<file path="config.mk">
export PLATFORM = sky130hd
export DESIGN_NAME = stat_group_top
export DESIGN_NICKNAME = d
export VERILOG_FILES = /design/src/rtl/stat_pkg.sv /design/src/rtl/stat_cond_capture.sv /design/src/rtl/stat_edge_filter.sv /design/src/rtl/stat_event_reg.sv /design/src/rtl/stat_regbank.sv /design/src/rtl/stat_group_top.sv
export SDC_FILE = /design/constraint.sdc
export NUM_CORES = 1
export LEC_CHECK = 0
export BUFFER_PORTS_ARGS = -buffer_cell sky130_fd_sc_hd__buf_2
export CAP_MARGIN = 15
export CORE_UTILIZATION = 40
export DETAILED_ROUTE_END_ITERATION = 8
export PLACE_DENSITY = 0.65
export SYNTH_ARGS = -nofsm -noshare
export SYNTH_HDL_FRONTEND = slang
export SYNTH_SLANG_ARGS = --single-unit
</file>
<file path="constraint.sdc">
create_clock -name clk -period 1 [get_ports clk]
set_input_delay 0.1 -clock clk [delete_from_list [all_inputs] [get_ports clk]]
set_output_delay 0.1 -clock clk [all_outputs]
set_load 0.05 [all_outputs]
</file>
<file path="src/rtl/stat_pkg.sv">
package stat_pkg;
  localparam int unsigned STAT_W = 16;
  localparam int unsigned ADDR_W = 3;

  typedef enum logic [ADDR_W-1:0] {
    RA_COND  = 3'd0,
    RA_EVENT = 3'd1,
    RA_RISE  = 3'd2,
    RA_FALL  = 3'd3,
    RA_ENA   = 3'd4
  } reg_addr_e;

  // Changes of cond admitted by the two filters.
  function automatic logic [STAT_W-1:0] edge_hits(
    input logic [STAT_W-1:0] cur,
    input logic [STAT_W-1:0] prev,
    input logic [STAT_W-1:0] rise_f,
    input logic [STAT_W-1:0] fall_f
  );
    return (cur & ~prev & rise_f) | (~cur & prev & fall_f);
  endfunction

  // Events caused by arming a filter bit: level must already match.
  function automatic logic [STAT_W-1:0] arm_hits(
    input logic [STAT_W-1:0] cur,
    input logic [STAT_W-1:0] old_f,
    input logic [STAT_W-1:0] new_f,
    input logic              rising
  );
    logic [STAT_W-1:0] fresh;
    fresh = new_f & ~old_f;
    return rising ? (fresh & cur) : (fresh & ~cur);
  endfunction
endpackage

</file>
<file path="src/rtl/stat_cond_capture.sv">
module stat_cond_capture
  import stat_pkg::*;
#(
  parameter int unsigned PHASES = 3,
  parameter logic [STAT_W-1:0] USED = 16'h3A1B
) (
  input  logic                     clk,
  input  logic                     rst_n,
  input  logic [PHASES*STAT_W-1:0] phase_flags,
  output logic [STAT_W-1:0]        cond_q,
  output logic [STAT_W-1:0]        cond_prev
);
  logic [STAT_W-1:0] merged [PHASES+1];

  assign merged[0] = '0;

  generate
    for (genvar p = 0; p < PHASES; p++) begin : g_phase
      assign merged[p+1] = merged[p] | phase_flags[p*STAT_W +: STAT_W];
    end
  endgenerate

  always_ff @(posedge clk) begin
    if (!rst_n) begin
      cond_q    <= '0;
      cond_prev <= '0;
    end else begin
      cond_q    <= merged[PHASES] & USED;
      cond_prev <= cond_q;
    end
  end
endmodule

</file>
<file path="src/rtl/stat_edge_filter.sv">
module stat_edge_filter
  import stat_pkg::*;
#(
  parameter logic [STAT_W-1:0] USED = 16'h3A1B
) (
  input  logic [STAT_W-1:0] cond_q,
  input  logic [STAT_W-1:0] cond_prev,
  input  logic [STAT_W-1:0] rise_q,
  input  logic [STAT_W-1:0] fall_q,
  input  logic              rise_wr,
  input  logic              fall_wr,
  input  logic [STAT_W-1:0] wr_data,
  output logic [STAT_W-1:0] edge_bits,
  output logic [STAT_W-1:0] arm_bits,
  output logic [STAT_W-1:0] set_bits
);
  logic [STAT_W-1:0] new_f;
  logic [STAT_W-1:0] arm_r;
  logic [STAT_W-1:0] arm_f;

  always_comb begin
    new_f     = wr_data & USED;
    edge_bits = edge_hits(cond_q, cond_prev, rise_q, fall_q);
    arm_r     = rise_wr ? arm_hits(cond_q, rise_q, new_f, 1'b1) : '0;
    arm_f     = fall_wr ? arm_hits(cond_q, fall_q, new_f, 1'b0) : '0;
    arm_bits  = arm_r | arm_f;
    set_bits  = (edge_bits | arm_bits) & USED;
  end
endmodule

</file>
<file path="src/rtl/stat_event_reg.sv">
module stat_event_reg
  import stat_pkg::*;
(
  input  logic              clk,
  input  logic              rst_n,
  input  logic [STAT_W-1:0] set_bits,
  input  logic              clr,
  output logic [STAT_W-1:0] ev_q
);
  logic [STAT_W-1:0] kept;

  // A new set wins over a same-cycle clear.
  always_comb kept = clr ? '0 : ev_q;

  always_ff @(posedge clk) begin
    if (!rst_n) ev_q <= '0;
    else        ev_q <= kept | set_bits;
  end
endmodule

</file>
<file path="src/rtl/stat_regbank.sv">
module stat_regbank
  import stat_pkg::*;
#(
  parameter logic [STAT_W-1:0] USED = 16'h3A1B
) (
  input  logic              clk,
  input  logic              rst_n,
  input  logic              wr_en,
  input  logic [ADDR_W-1:0] wr_addr,
  input  logic [STAT_W-1:0] wr_data,
  input  logic              rd_en,
  input  logic [ADDR_W-1:0] rd_addr,
  input  logic [STAT_W-1:0] cond_q,
  input  logic [STAT_W-1:0] ev_q,
  output logic [STAT_W-1:0] rise_q,
  output logic [STAT_W-1:0] fall_q,
  output logic [STAT_W-1:0] ena_q,
  output logic              rise_wr,
  output logic              fall_wr,
  output logic              ev_clr,
  output logic [STAT_W-1:0] rd_data
);
  logic              ena_wr;
  logic [STAT_W-1:0] rd_mux;

  always_comb begin
    rise_wr = wr_en && (reg_addr_e'(wr_addr) == RA_RISE);
    fall_wr = wr_en && (reg_addr_e'(wr_addr) == RA_FALL);
    ena_wr  = wr_en && (reg_addr_e'(wr_addr) == RA_ENA);
    ev_clr  = rd_en && (reg_addr_e'(rd_addr) == RA_EVENT);
  end

  always_comb begin
    case (reg_addr_e'(rd_addr))
      RA_COND:  rd_mux = cond_q;
      RA_EVENT: rd_mux = ev_q;
      RA_RISE:  rd_mux = rise_q;
      RA_FALL:  rd_mux = fall_q;
      RA_ENA:   rd_mux = ena_q;
      default:  rd_mux = '0;
    endcase
  end

  always_ff @(posedge clk) begin
    if (!rst_n) begin
      rise_q  <= '0;
      fall_q  <= '0;
      ena_q   <= '0;
      rd_data <= '0;
    end else begin
      if (rise_wr) rise_q <= wr_data & USED;
      if (fall_wr) fall_q <= wr_data & USED;
      if (ena_wr)  ena_q  <= wr_data & USED;
      if (rd_en)   rd_data <= rd_mux;
    end
  end
endmodule

</file>
<file path="src/rtl/stat_group_top.sv">
module stat_group_top
  import stat_pkg::*;
#(
  parameter int unsigned PHASES = 3,
  parameter logic [STAT_W-1:0] USED_MASK = 16'h3A1B
) (
  input  logic                     clk,
  input  logic                     rst_n,
  input  logic [PHASES*STAT_W-1:0] phase_flags,
  input  logic                     wr_en,
  input  logic [ADDR_W-1:0]        wr_addr,
  input  logic [STAT_W-1:0]        wr_data,
  input  logic                     rd_en,
  input  logic [ADDR_W-1:0]        rd_addr,
  output logic [STAT_W-1:0]        rd_data,
  output logic                     summary
);
  logic [STAT_W-1:0] cond_q, cond_prev;
  logic [STAT_W-1:0] rise_q, fall_q, ena_q, ev_q;
  logic [STAT_W-1:0] edge_bits, arm_bits, set_bits;
  logic              rise_wr, fall_wr, ev_clr;

  stat_cond_capture #(.PHASES(PHASES), .USED(USED_MASK)) u_cond (
    .clk(clk), .rst_n(rst_n), .phase_flags(phase_flags),
    .cond_q(cond_q), .cond_prev(cond_prev)
  );

  stat_edge_filter #(.USED(USED_MASK)) u_filt (
    .cond_q(cond_q), .cond_prev(cond_prev), .rise_q(rise_q), .fall_q(fall_q),
    .rise_wr(rise_wr), .fall_wr(fall_wr), .wr_data(wr_data),
    .edge_bits(edge_bits), .arm_bits(arm_bits), .set_bits(set_bits)
  );

  stat_event_reg u_evt (
    .clk(clk), .rst_n(rst_n), .set_bits(set_bits), .clr(ev_clr), .ev_q(ev_q)
  );

  stat_regbank #(.USED(USED_MASK)) u_regs (
    .clk(clk), .rst_n(rst_n), .wr_en(wr_en), .wr_addr(wr_addr),
    .wr_data(wr_data), .rd_en(rd_en), .rd_addr(rd_addr), .cond_q(cond_q),
    .ev_q(ev_q), .rise_q(rise_q), .fall_q(fall_q), .ena_q(ena_q),
    .rise_wr(rise_wr), .fall_wr(fall_wr), .ev_clr(ev_clr), .rd_data(rd_data)
  );

  assign summary = |(ev_q & ena_q);
endmodule

</file>
==> reports/metrics.cfg, run 1 <==
[place]
io_buffers = 50
dp_slack_ns = -0.3221
place_congestion = 0.8154
place_hpwl_um = 4746

[synthesis]
synthesis.instances = 298
ys_async_sr_fraction_pct = 0
ys_top_cells_by_area = dfxtp_1 42%, nand2_1 5.7%, o21ai_0 5.2%
yosys.area.top_type_share_pct = 41.87
yosysTopAreaCell = dfxtp_1
syn_area_um2 = 2678
synth-main-ff-cell = dfxtp_1
avgSynthCellArea_um2 = 8.985
yosysSeqAreaShare_pct = 41.87
synth_edf_count = 0
yosys_register_bits = 56
yosys_warnings = 0
yosysUniqueCellTypes = 35

[clocking]
clock_latency_ns = 0.31
cts-htree-levels = 2
cts_root_buf = clkbuf_8
cts_tree = done
clockBufferDepth = 2
cts_made_buffers = 5
cts.sinks = 56
path_clk_slew_ns = 0.09

[die]
initial_utilization_pct = 41.69
die_w_um = 83.82
die_area_um2 = 7025
core-area_um2 = 6422
fp.dieH_um = 83.82
boundaryPins = 91
num_rows = 29

[setup_path]
worstPathCellList = a22oi_2, nand4_1, buf_6
critPathMaxFanout = 2
crit_buf_inv = 1
crit_cells = 3
crit_required_ns = 0.90
cp_slowest_cell = dfxtp_2
cpPeakStageDelay_ns = 0.34
crit_type = reg -> out
worst_setup_path_start_kind = register
cpLargestDelayFamily = flip-flops
r2r_cells = 5
critical_path_arrival_ns = 1.24
end_kind = primary output
r2r_setup_slack_ns = -0.15

[timing]
max_clock_freq_mhz = 748.9
setup_tns_ns = -0.7722
setup_viol = 9
clock_skew_ns = 0.005070
max_slew.worst_pin.slew_ns = 0.4980
slew_violations = 0
slew_headroom_pct = 66.73
rsz0062_at_grt = yes
holdWs_ns = 0.006693
hold_violations = 0
finalWorstSetupSlack_ns = -0.3354
fin_crit_ns = 1.335
fin_crit_sh_pct = 133.5

[global_route]
grt_max_degree = 25
grt_antenna_before_repair = 0
grt_pass1_vias = 2266
grt_overflow = 0
grtUsageTotal_pct = 19.73
grt_first_pass_wirelength_um = 11070

[detailed_routing]
wl_per_cell_um = 14.73
vias_per_cell = 5.199
drtPass1Iterations = 6
first_iter_violations = 146
wirelength_um = 6806
drcViolationCount = 6
vias = 2402
drtAntennaViolNets = 0

[power]
power_uw = 4482
vdd_ir_drop_max_mv = 0.7096
cellPowerDensity_nw_per_um2 = 1230
p_leak_uw = 0.001418

[layout]
fin_util_pct = 56.75
fillers = 590
drive_above_1_share_pct = 38.70
fin_nets = 459
area_growth_pct = 36.12
diodes = 0
layout_common_cells = 41 x nand2_1, 41 x buf_2, 35 x dfxtp_1

[flow_run]
maxCapViolations = 0

[hold_path]
hp-class = in -> reg
min_delay_path_depth = 2

[status]
violations = design-rule violations, negative setup slack
outcome = finished with violations

[kinds of logic (layout without fill, tap and decap cells)]
family / Yosys count / after routing / synth area share [%]
AO/OA/AOI/OAI: 106 / 106 / 26.31
buffers and inverters: 33 / 113 / 6.542
flip-flops: 56 / 56 / 41.87
multiplexers: 17 / 17 / 6.683
other: 1 / 8 / 0.1401
AND/OR/NAND/NOR: 85 / 85 / 18.46
[metal layers]
metal / vias up / wire, µm / track usage, % / part of all wire, %
li1: 1212 / - / - / -
met1: 1126 / 3320 / 27.78 / 49
met2: 57 / 3147 / 31.74 / 46
met3: 7 / 270 / 2.967 / 4.0
met4: 0 / 68 / 4.702 / 1.0
met5: - / 0 / 0 / 0
[cell type report]
cell class / count / area (µm²) / share of cell area (%)
Timing Repair Buffer: 98 / 752.0 / 20.63
Multi-Input combinational cell: 216 / 1541 / 42.29
Clock buffer: 6 / 72.57 / 1.991
Inverter: 8 / 30.03 / 0.8239
Sequential cell: 56 / 1147 / 31.48
Tap cell: 77 / 96.34 / 2.643
Clock inverter: 1 / 5.005 / 0.1373
[final timing paths]
check                                startpoint                 to
worst max-delay path            u_regs.ena_q[3]            summary
worst min-delay path             phase_flags[9]   u_cond.cond_q[9]
worst max register to register    u_evt.ev_q[9]  u_regs.rd_data[9]
worst min register to register   u_evt.ev_q[13]     u_evt.ev_q[13]
[Yosys cell counts (all sizes together), types with 2 or more instances]
master	number
nor3	2
inv	8
and2	8
nand2b	9
dfxtp	56
nor3b	9
a21boi	24
a22oi	18
buf	17
a21oi	15
nand2	42
o31a	8
clkbuf	8
mux2	7
mux2i	10
nor2b	10
o22a	7
o21ai	31
[sequential cells by signal, indices dropped and copies added (netlist names)]
signal / cells
u_cond.cond_prev: 8
u_regs.rise_q: 8
u_regs.ena_q: 8
u_regs.rd_data: 8
u_regs.fall_q: 8
u_cond.cond_q: 8
u_evt.ev_q: 8
[metrics by stage]
stage	area [µm²]	instances
after floorplan	2735	305
after global routing	3645	462
after CTS	3456	456
after detailed placement	3198	440
after global placement	3198	440
final	3645	462
[report_power, final]
part | leakage (µW) | internal (µW) | switching (µW)
logic | 0.000908 | 411 | 454
clock network | 0.0000410 | 479 | 703
registers | 0.000469 | 2340 | 90.5
[what timing repair did]
action | in CTS | in global routing
endpoints found under the setup margin | 21 | 22
pin swaps | 7 | 15
hold buffers | 9 | 4
buffers inserted | 0 | 2
endpoints found under the hold margin | 8 | 3
gates resized for setup | 41 | 40
Power figures use the tool's default switching activity.
==> inputs of run 2 (changes only) <==
ABC_AREA = 1   (was not set)
==> run 2 against run 1 <==
Effect of this change: the flow finishes with violations (negative setup slack); synthesized area rose by 3.8%; combinational power is 13% lower; final area is 2.3% higher.
==> reports/metrics.cfg, run 2 <==
[die]
fp.dieH_um = 85.35
die_area_um2 = 7285
initial_utilization_pct = 41.13
boundaryPins = 91
core-area_um2 = 6756
num_rows = 30
die_w_um = 85.35

[clocking]
cts-htree-levels = 2
cts_made_buffers = 5
clockBufferDepth = 2
cts_tree = done
cts.sinks = 56
cts_root_buf = clkbuf_8
clock_latency_ns = 0.31
path_clk_slew_ns = 0.09

[timing]
fin_crit_ns = 1.291
max_clock_freq_mhz = 774.8
fin_crit_sh_pct = 129.1
hold_violations = 0
setup_viol = 1
clock_skew_ns = 0.008564
rsz0062_at_grt = yes
finalWorstSetupSlack_ns = -0.2906
slew_violations = 0

[global_route]
grt-busiest-layer = met2
grt_pass1_vias = 2758
grt_util_met1_pct = 27.88
grtUsageTotal_pct = 22.17
grt_first_pass_wirelength_um = 12650
grt_overflow = 0
use_met3_pct = 3.405
grt_max_degree = 41
grt_use_met2_pct = 39.00
grt_antenna_before_repair = 0

[synthesis]
yosys_warnings = 0
ys_async_sr_fraction_pct = 0
ys_top_cells_by_area = dfxtp_1 40%, nand2_1 12%, nor2_1 6.6%
yosys.area.top_type_share_pct = 40.34
syn_area_um2 = 2779
yosysUniqueCellTypes = 24
yosysMostFrequentCell = nand2_1
avgSynthCellArea_um2 = 6.828
yosysSeqAreaShare_pct = 40.34
synth_edf_count = 0
yosysTopAreaCell = dfxtp_1
synth-main-ff-cell = dfxtp_1
ys_top_cells_by_count = 89 x nand2_1, 56 x dfxtp_1, 49 x nor2_1
yosys_register_bits = 56
synthesis.instances = 407

[power]
vdd_ir_drop_max_mv = 0.7078
p_leak_uw = 0.001660
power_frac_comb_pct = 17.0
p_clk_share_pct = 29.1
switching_share_pct = 28.13
power_frac_seq_pct = 53.9
power.switching_uw = 1248
internal_power_uw = 3187
cellPowerDensity_nw_per_um2 = 1189

[layout]
stdcell_area_um2 = 3730
final_common_cell = nand2_1
stdcell_count = 583
drive_above_1_share_pct = 28.43
layout_common_cells = 84 x nand2_1, 49 x nor2_1, 41 x inv_1, 41 x buf_2, 34 x dfxtp_1
fin_nets = 576
area_growth_pct = 34.22
fin_util_pct = 55.20
diodes = 0

[detailed_routing]
drtAntennaViolNets = 0
drcViolationCount = 0
wl_per_cell_um = 13.34
first_iter_violations = 158
vias_per_cell = 5.082
drtPass1Iterations = 4
vias = 2963
wirelength_um = 7778

[place]
placed_cells = 548
place_congestion = 0.8871
io_buffers = 50
place_hpwl_um = 5184
dp_slack_ns = -0.2035
placed_area_um2 = 3212

[setup_path]
end_kind = primary output
crit_type = reg -> out
worst_setup_path_start_kind = register
critical_path_arrival_ns = 1.19
crit_required_ns = 0.90
critPathMaxFanout = 2

[status]
outcome = finished with violations
violations = negative setup slack

[hold_path]
hp-class = in -> reg

[flow_run]
maxCapViolations = 0

-- run 2: cell count changes in the layout (fill, tap and decap cells not counted), moves of 18 or more --
cell / delta
nand4_1: +21
nor2_1: +49
nand3_1: +30
inv_1: +33
nand2_1: +43
nor3_1: +18
-- run 2: layout make-up --
| type | count | area [µm²] |
|---|---|---|
| Fill cell | 664 | 3027 |
| Multi-Input combinational cell | 285 | 1408 |
| Sequential cell | 56 | 1154 |
| Timing Repair Buffer | 105 | 789.5 |
| Inverter | 49 | 186.4 |
| Tap cell | 80 | 100.1 |
| Clock buffer | 6 | 82.58 |
| Clock inverter | 2 | 10.01 |
-- run 2: cell families after synthesis --
group	share of synthesized area, %
AOI/OAI and AO/OA	9.725
buffers and inverters	13.15
DFF	40.34
other	0.1349
and+or+nand+nor	36.65
-- run 2: through the flow --
stage | total power [µW] | TNS (ns) | hold WS [ns]
2_1_floorplan | 2843 | -0.07282 | 0.2195
3_3_place_gp | 3051 | -2.155 | 0.3047
3_5_place_dp | 3067 | -3.195 | 0.3141
4_1_cts | 4426 | -0.2901 | 0.04244
5_1_grt | 4621 | -0.3741 | 0.04868
6_report | 4435 | -0.2906 | 0.04502
-- run 2: path summary, 6_finish.rpt --
kind,start,end,slack (ns),cells after the start
min reg2reg,u_cond.cond_q[13],u_cond.cond_prev[13],0.46,2
max reg2reg,u_regs.ena_q[11],u_regs.rd_data[11],0.04,5
min,wr_data[11],u_regs.rise_q[11],0.05,3
max,u_evt.ev_q[11],summary,-0.29,5
-- run 2: power groups by stage --
stage               clock network [µW]  registers, µW  logic, µW
floorplan                            0           2430        408
global placement                     0           2430        623
detailed placement                   0           2430        637
CTS                               1320           2380        727
global route                      1390           2400        825
finish                            1290           2390        755
-- run 2: repair_timing --
action / in CTS / in global routing
hold buffers: 24 / 0
setup buffers: 4 / 0
hold endpoints to repair: 8 / 0
setup endpoints to repair: 9 / 17
pin swaps: 4 / 7
gates resized for setup: 28 / 39
-- run 2: metal layers --
| layer | vias to the layer above | share of wire [%] | routed length (µm) |
|---|---|---|---|
| li1 | 1494 | - | - |
| met1 | 1358 | 44 | 3432 |
| met2 | 95 | 49 | 3820 |
| met3 | 16 | 5.1 | 399 |
| met4 | 0 | 1.6 | 125 |
| met5 | - | 0 | 0 |
-- run 2: critical path, cell delays in order, from the launching register on --
cell     delay, ns
dfxtp_1       0.34
nand2_2       0.08
o21ai_2       0.05
nor2_1        0.09
nand4_1       0.13
buf_6         0.19
